File: src/rtl/i2c_wt_pkg.sv
package i2c_wt_pkg;

    localparam int IDX_W    = 4;
    localparam int EARLY_CK = 8;
    localparam int LATE_CK  = 9;

    typedef struct packed {
        logic master;
        logic addr_ph;
        logic match;
        logic ext;
        logic restart;
        logic sel;
    } ctx_t;

    typedef struct packed {
        logic fire;
        logic stall;
    } evt_t;

    function automatic evt_t decide(ctx_t c, logic at8, logic at9);
        evt_t e;
        e = '{fire: 1'b0, stall: 1'b0};
        if (!c.addr_ph) begin
            if ((c.sel && at9) || (!c.sel && at8)) e = '{fire: 1'b1, stall: 1'b1};
        end else if (c.master) begin
            if (at9) e = '{fire: 1'b1, stall: 1'b1};
        end else if (c.match) begin
            if (at9) e = '{fire: 1'b1, stall: 1'b1};
        end else if (c.ext) begin
            if (at8) e = '{fire: 1'b1, stall: 1'b1};
        end else if (c.restart) begin
            if (at9) e = '{fire: 1'b1, stall: 1'b0};
        end
        return e;
    endfunction

endpackage

File: src/rtl/scl_fall_det.sv
module scl_fall_det #(
    parameter int STAGES = 2
) (
    input  logic clk,
    input  logic rst,
    input  logic scl_in,
    output logic fall
);
    logic [STAGES-1:0] sh;
    logic              prev;

    generate
        if (STAGES == 1) begin : g_one
            always_ff @(posedge clk) begin
                if (rst) sh <= 1'b1;
                else     sh <= scl_in;
            end
        end else begin : g_many
            always_ff @(posedge clk) begin
                if (rst) sh <= '1;
                else     sh <= {sh[STAGES-2:0], scl_in};
            end
        end
    endgenerate

    always_ff @(posedge clk) begin
        if (rst) prev <= 1'b1;
        else     prev <= sh[STAGES-1];
    end

    assign fall = prev && !sh[STAGES-1];


    fall_single_chk: assert property (@(posedge clk) disable iff (rst)
        fall |=> !fall);
endmodule

File: src/rtl/evt_decode.sv
module evt_decode
    import i2c_wt_pkg::*;
(
    input  logic             clk,
    input  logic             rst,
    input  logic             fall,
    input  logic [IDX_W-1:0] bit_idx,
    input  ctx_t             ctx,
    output evt_t             evt
);
    logic at8, at9;
    evt_t raw;

    assign at8 = (bit_idx == IDX_W'(EARLY_CK));
    assign at9 = (bit_idx == IDX_W'(LATE_CK));

    always_comb begin
        raw = decide(ctx, at8, at9);
        evt = fall ? raw : '{fire: 1'b0, stall: 1'b0};
    end


    stall_needs_fire_chk: assert property (@(posedge clk) disable iff (rst)
        evt.stall |-> evt.fire);

    silent_slave_chk: assert property (@(posedge clk) disable iff (rst)
        (ctx.addr_ph && !ctx.master && !ctx.match && !ctx.ext && !ctx.restart) |-> !evt.fire);
endmodule

File: src/rtl/wait_hold.sv
module wait_hold
    import i2c_wt_pkg::*;
(
    input  logic clk,
    input  logic rst,
    input  evt_t evt,
    input  logic rel,
    input  logic ack_en,
    output logic scl_hold,
    output logic irq,
    output logic ack_out
);
    always_ff @(posedge clk) begin
        if (rst) begin
            scl_hold <= 1'b0;
            irq      <= 1'b0;
            ack_out  <= 1'b0;
        end else begin
            irq <= evt.fire;
            if (scl_hold && rel) ack_out <= ack_en;
            if (evt.stall)       scl_hold <= 1'b1;
            else if (rel)        scl_hold <= 1'b0;
        end
    end


    irq_pulse_chk: assert property (@(posedge clk) disable iff (rst)
        irq |=> !irq);

    hold_fall_chk: assert property (@(posedge clk) disable iff (rst)
        (scl_hold && !rel) |=> scl_hold);

    hold_rise_chk: assert property (@(posedge clk) disable iff (rst)
        $rose(scl_hold) |-> irq);

    ack_keep_chk: assert property (@(posedge clk) disable iff (rst)
        !(scl_hold && rel) |=> $stable(ack_out));
endmodule

File: src/rtl/i2c_wait_ctl.sv
module i2c_wait_ctl
    import i2c_wt_pkg::*;
#(
    parameter int SYNC_STAGES = 2
) (
    input  logic             clk,
    input  logic             rst,
    input  logic             scl_in,
    input  logic [IDX_W-1:0] bit_idx,
    input  logic             is_master,
    input  logic             addr_phase,
    input  logic             addr_match,
    input  logic             ext_code,
    input  logic             restart,
    input  logic             wait_sel,
    input  logic             ack_en,
    input  logic             wr_data,
    input  logic             wr_rel,
    input  logic             start_req,
    input  logic             stop_req,
    output logic             scl_hold,
    output logic             irq,
    output logic             ack_out
);
    logic fall;
    logic rel;
    ctx_t ctx;
    evt_t evt;

    assign rel = wr_data | wr_rel | start_req | stop_req;
    assign ctx = '{master: is_master, addr_ph: addr_phase, match: addr_match,
                   ext: ext_code, restart: restart, sel: wait_sel};

    scl_fall_det #(.STAGES(SYNC_STAGES)) u_fall (
        .clk(clk), .rst(rst), .scl_in(scl_in), .fall(fall)
    );

    evt_decode u_dec (
        .clk(clk), .rst(rst), .fall(fall), .bit_idx(bit_idx), .ctx(ctx), .evt(evt)
    );

    wait_hold u_hold (
        .clk(clk), .rst(rst), .evt(evt), .rel(rel), .ack_en(ack_en),
        .scl_hold(scl_hold), .irq(irq), .ack_out(ack_out)
    );
endmodule

File: config.mk
export PLATFORM = sky130hd
export DESIGN_NAME = i2c_wait_ctl
export DESIGN_NICKNAME = d
export VERILOG_FILES = /design/src/rtl/i2c_wt_pkg.sv /design/src/rtl/scl_fall_det.sv /design/src/rtl/evt_decode.sv /design/src/rtl/wait_hold.sv /design/src/rtl/i2c_wait_ctl.sv
export SDC_FILE = /design/constraint.sdc
export NUM_CORES = 1
export LEC_CHECK = 0
export CAP_MARGIN = 5
export CORE_AREA = 2 2 39 41
export DETAILED_ROUTE_END_ITERATION = 8
export DIE_AREA = 0 0 41 43
export HOLD_SLACK_MARGIN = 0.1
export REMOVE_ABC_BUFFERS = 1
export SLEW_MARGIN = 40
export SYNTH_ARGS = -nofsm -noshare
export SYNTH_HDL_FRONTEND = slang
export SYNTH_SLANG_ARGS = --single-unit
File: constraint.sdc
create_clock -name clk -period 0.9 [get_ports clk]
set_input_delay 0.09 -clock clk [delete_from_list [all_inputs] [get_ports clk]]
set_output_delay 0.09 -clock clk [all_outputs]
set_load 0.05 [all_outputs]
## Yosys cells after proc, flatten, opt, wreduce, memory -nomap -nowiden

Cells that the tools add are included.

| storage, ports and cells | value |
|---|---|
| register bits | 6 |

| cells by class | value |
|---|---|
| bitwise operators | 4 |
| equal/unequal tests | 2 |
| muxes and demuxes | 12 |
| reduce and logical (&&, ||, !) cells | 9 |

Operators with widths:

| cell | count |
|---|---|
| $mux 2 | 9 |
| $eq 4x4->1 const B | 2 |
| $logic_and 1x1->1 | 4 |
| $mux 1 | 3 |
| $or 1x1->1 | 3 |
| $logic_not 1->1 | 2 |
| $reduce_bool 2->1 | 1 |
| $reduce_or 2->1 | 1 |
| $logic_or 1x1->1 | 1 |
| $not 1->1 | 1 |

## Longest topological paths before layout

| depth | value |
|---|---|
| word-level depth | 9 |
| mapped depth | 3 |
| mapped depth without buffers | 3 |

## Cells and area by module

Synthesis repeated with hierarchy kept, for this count alone.

| second synthesis, totals | value |
|---|---|
| cell total of the unflattened synthesis | 28 |
| area, all modules | 276.5 µm² |

By module, submodules not included:

| module | cells an instance | times used | area an instance (µm²) |
|---|---|---|---|
| wait_hold | 10 | 1 | 105.1 |
| scl_fall_det | 7 | 1 | 85.1 |
| evt_decode | 10 | 1 | 78.8 |
| i2c_wait_ctl | 1 | 1 | 7.5 |

## Worst setup path after synthesis

OpenSTA, ideal clock, no wires.

| timing | value |
|---|---|
| path kind | reg2reg |
| start | register u_hold.scl_hold |
| end | register u_hold.ack_out |
| buffers on the path | 0 |
| setup slack | -0.225 ns |
| data required time | 0.784 ns |
| stages on the path, launching flop included | 4 |
| arrival time | 1.009 ns |
| cell sequence | dfxtp_1 > o41ai_2 > mux2i_1 > nor2_1 |

| on the way | value |
|---|---|
| word-level cells in the longest chain between the ends | 1 |

Ends and longest elaborated chain:

| what | line | text |
|---|---|---|
| start, declared | wait_hold.sv:9 | `output logic scl_hold,` |
| start signal, assigned | wait_hold.sv:15 | `scl_hold <= 1'b0;` |
| start signal, assigned | wait_hold.sv:21 | `if (evt.stall) scl_hold <= 1'b1;` |
| start signal, assigned | wait_hold.sv:22 | `else if (rel) scl_hold <= 1'b0;` |
| $logic_and 1x1->1 | wait_hold.sv:20 | `if (scl_hold && rel) ack_out <= ack_en;` |
| end signal, assigned | wait_hold.sv:20 |  |
| end, declared | wait_hold.sv:11 | `output logic ack_out` |

Every way passes these cells.
A chain may end at the register's enable or synchronous reset.

## Worst setup path in the final report

| timing | value |
|---|---|
| start | register u_hold.scl_hold |
| end | output scl_hold |

RTL lines:

| what | line | text |
|---|---|---|
| end, declared | i2c_wait_ctl.sv:21 | `output logic scl_hold,` |

No word-level cell between the ends.

==> results.sh <==
export IMPL_fin_crit_sh_pct=99.12
export IMPL_max_clock_freq_mhz=1121
export IMPL_coreArea_sq_mm=0.001384
export IMPL_synth_largest_area_cell="dfxtp_1"
export IMPL_synthesis_instances=24
export IMPL_cts_buffers=3
export IMPL_clkSinkCount=6
export IMPL_seq_area_frac_synth_pct=45.93
export IMPL_placed_area_sq_um=534.3
export IMPL_maxSlewHeadroom_pct=82.31
export IMPL_synth_commonest_cells="6 x dfxtp_1, 3 x nor2_1, 2 x and4bb_2, 2 x nand3b_1, 2 x or2_2"
export IMPL_endpoint_kind="output port"
export IMPL_drt_iter0_drc=0
export IMPL_tightest_slew_ns=0.2625
export IMPL_p_leak_nw=0.2375
export IMPL_cts_max_level=1
export IMPL_r2r_cells=4
export IMPL_path_buf_inv=2
export IMPL_grt_max_degree=5
export IMPL_worstSetupPathType="reg2out"
export IMPL_stdcell_count=67
export IMPL_rows=14
export IMPL_groute_layer_met3_usage_pct=6.283
export IMPL_track_usage_pct=8.241
export IMPL_placed_cells=63
export IMPL_antenna_found_initial=0
export IMPL_slowest_delay_ns=0.32
export IMPL_die_x_microns=41
export IMPL_synth_most_common_cell="dfxtp_1"
export IMPL_area_growth_pct=119.6
export IMPL_synth_top_area_share_pct=45.93
export IMPL_critical_path_required_ns=0.81
export IMPL_drc=0
export IMPL_hp_class="in2reg"
export IMPL_grt_first_pass_wirelength_microns=883
export IMPL_cts_clk_slew_worst_paths_ns=0.04
export IMPL_wl_per_cell_microns=9.224
export IMPL_rsz0062_at_grt="true"
export IMPL_p_per_area_mw_per_mm2=1081
export IMPL_fill_cells=140
export IMPL_cap_violations=0
export IMPL_ctsLongestPathBuffers=2
export IMPL_ys_warn_count=0
export IMPL_synthDistinctLibCells=14
export IMPL_outcome="finished, final reports clean"
export IMPL_first_pass_iters=1
export IMPL_avgSynthCellArea_sq_um=10.90
export IMPL_setup_violations_final=0
export IMPL_maxSlewViolCount=0
export IMPL_diodes=0
export IMPL_insertion_delay_ns=0.24
export IMPL_io_buffers=20
export IMPL_synth_area_leaders="dfxtp_1 46%, and4bb_2 9.6%, o311ai_2 6.2%"
export IMPL_ant_nets=0
export IMPL_initial_core_util_pct=18.90
export IMPL_synth_flop_cell="dfxtp_1"
export IMPL_async_flop_share_pct=0
export IMPL_fin_nets=71
export IMPL_routabilityCongestion=0.6659
export IMPL_gr_usage_met1_pct=6.452
export IMPL_cp_max_fo=2
export IMPL_synth_area_sq_um=261.5
export IMPL_viasPerCell=4.299
export IMPL_overflow=0
export IMPL_post_route_min_period_ns=0.8921
export IMPL_dp_hpwl_microns=496.7
export IMPL_die_h_microns=43
export IMPL_path_cells="buf_6 > buf_12"
export IMPL_drt_total_wl_microns=618
export IMPL_arrival_ns=0.80
export IMPL_use_met2_pct=12.81
export IMPL_drive_gt1_share_pct=37.25
export IMPL_io_pins=21
export IMPL_cts_tree="built"
export IMPL_skew_ns=0.001788
export IMPL_vias=288
export IMPL_final_area_sq_um=574.3
export IMPL_dieArea_sq_mm=0.001763
export IMPL_crit_cells=2
export IMPL_synth_seq_cells=6
export IMPL_busiest_layer="met2"
export IMPL_cp_slowest_cell="dfxtp_2"
export IMPL_ir_drop_v=0.0006204
export IMPL_root_buffer="clkbuf_4"
export IMPL_hold_depth=4
export IMPL_synth_edf_count=0
export IMPL_cp_start_kind="flip-flop"
export IMPL_hold_violations=0
export IMPL_first_global_vias=257
export IMPL_critPathTopFamily="flip-flops"
export IMPL_hold_buffers=0
==> layout make-up <==
type	count	area (sq um)	area share [%]
clock buffer	3	22.52	3.922
inverter	1	3.754	0.6536
multi-input combinational	17	148.9	25.93
sequential	6	121.4	21.13
tap	16	20.02	3.486
timing repair buffer	24	257.7	44.88
==> tightest hold or removal path, cell delays in order <==
cell and delay (ns):
dlymetal6s2s_1 0.13, nor4_2 0.07, nand3b_1 0.07, o21ai_1 0.06
==> path summary, 6_finish.rpt <==
check / slack, ns / startpoint / endpoint
min: 0.22 / wr_rel / u_hold.scl_hold
min reg2reg: 0.41 / u_fall.sh[0] / u_fall.sh[1]
max: 0.008 / u_hold.scl_hold / scl_hold
max reg2reg: 0.04 / u_hold.scl_hold / u_hold.ack_out
==> layout by cell type, fill, tap and decap left out, drive strengths merged <==
cell           instances
clkdlybuf4s50          9
dlymetal6s2s           1
o21a                   1
clkbuf                 3
nand3b                 2
o21ai                  1
buf                    7
dlygate4sd2            7
a21oi                  1
and4bb                 2
nor4                   1
nor2                   3
nor3b                  1
inv                    1
o311ai                 1
o41ai                  1
mux2i                  1
or2                    2
dfxtp                  6
==> cells by family (layout without fill, tap and decap cells) <==
kind of cell,after synthesis,in the layout,share of synthesized area [%]
compound gates,5,5,19.14
simple gates,11,11,29.66
flops,6,6,45.93
buf+inv,1,28,1.434
mux,1,1,3.828
==> registers in the layout, indices dropped and copies added, names as in the netlist <==
signal	cells
u_hold.ack_out	1
u_fall.prev	1
u_fall.sh	2
u_hold.irq	1
u_hold.scl_hold	1
==> power breakdown <==
group	switching [mW]	internal [mW]
Combinational	0.0317	0.0745
Sequential	0.00136	0.273
Clock	0.0901	0.150
Total	0.123	0.497
==> through the flow <==
stage          setup WS [ns]  hold WS [ns]  total power, mW  utilization, %  setup TNS, ns
4_1_cts            -0.003904        0.2547           0.6361           40.87      -0.003904
5_1_grt             -0.02667        0.2515           0.6636           41.50       -0.02967
6_report            0.007936        0.2212           0.6206           41.50              0
3_3_place_gp         -0.4108        0.3915           0.3915           38.61         -1.322
2_1_floorplan        -0.2250        0.1624           0.2993               -        -0.2250
3_5_place_dp         -0.4266        0.3960           0.3925           38.61         -1.358
==> repair_timing <==
action	in CTS	in global routing
gates resized for setup	11	2
setup endpoints to repair	4	3
setup buffers	1	0
pin swaps	5	2
==> layer usage <==
metal / wire length (microns) / share of wire (%)
met1: 230 / 37
met2: 297 / 48
met3: 90 / 15
met4: 0 / 0
met5: 0 / 0
No activity file was read; power rests on OpenSTA's default activity.
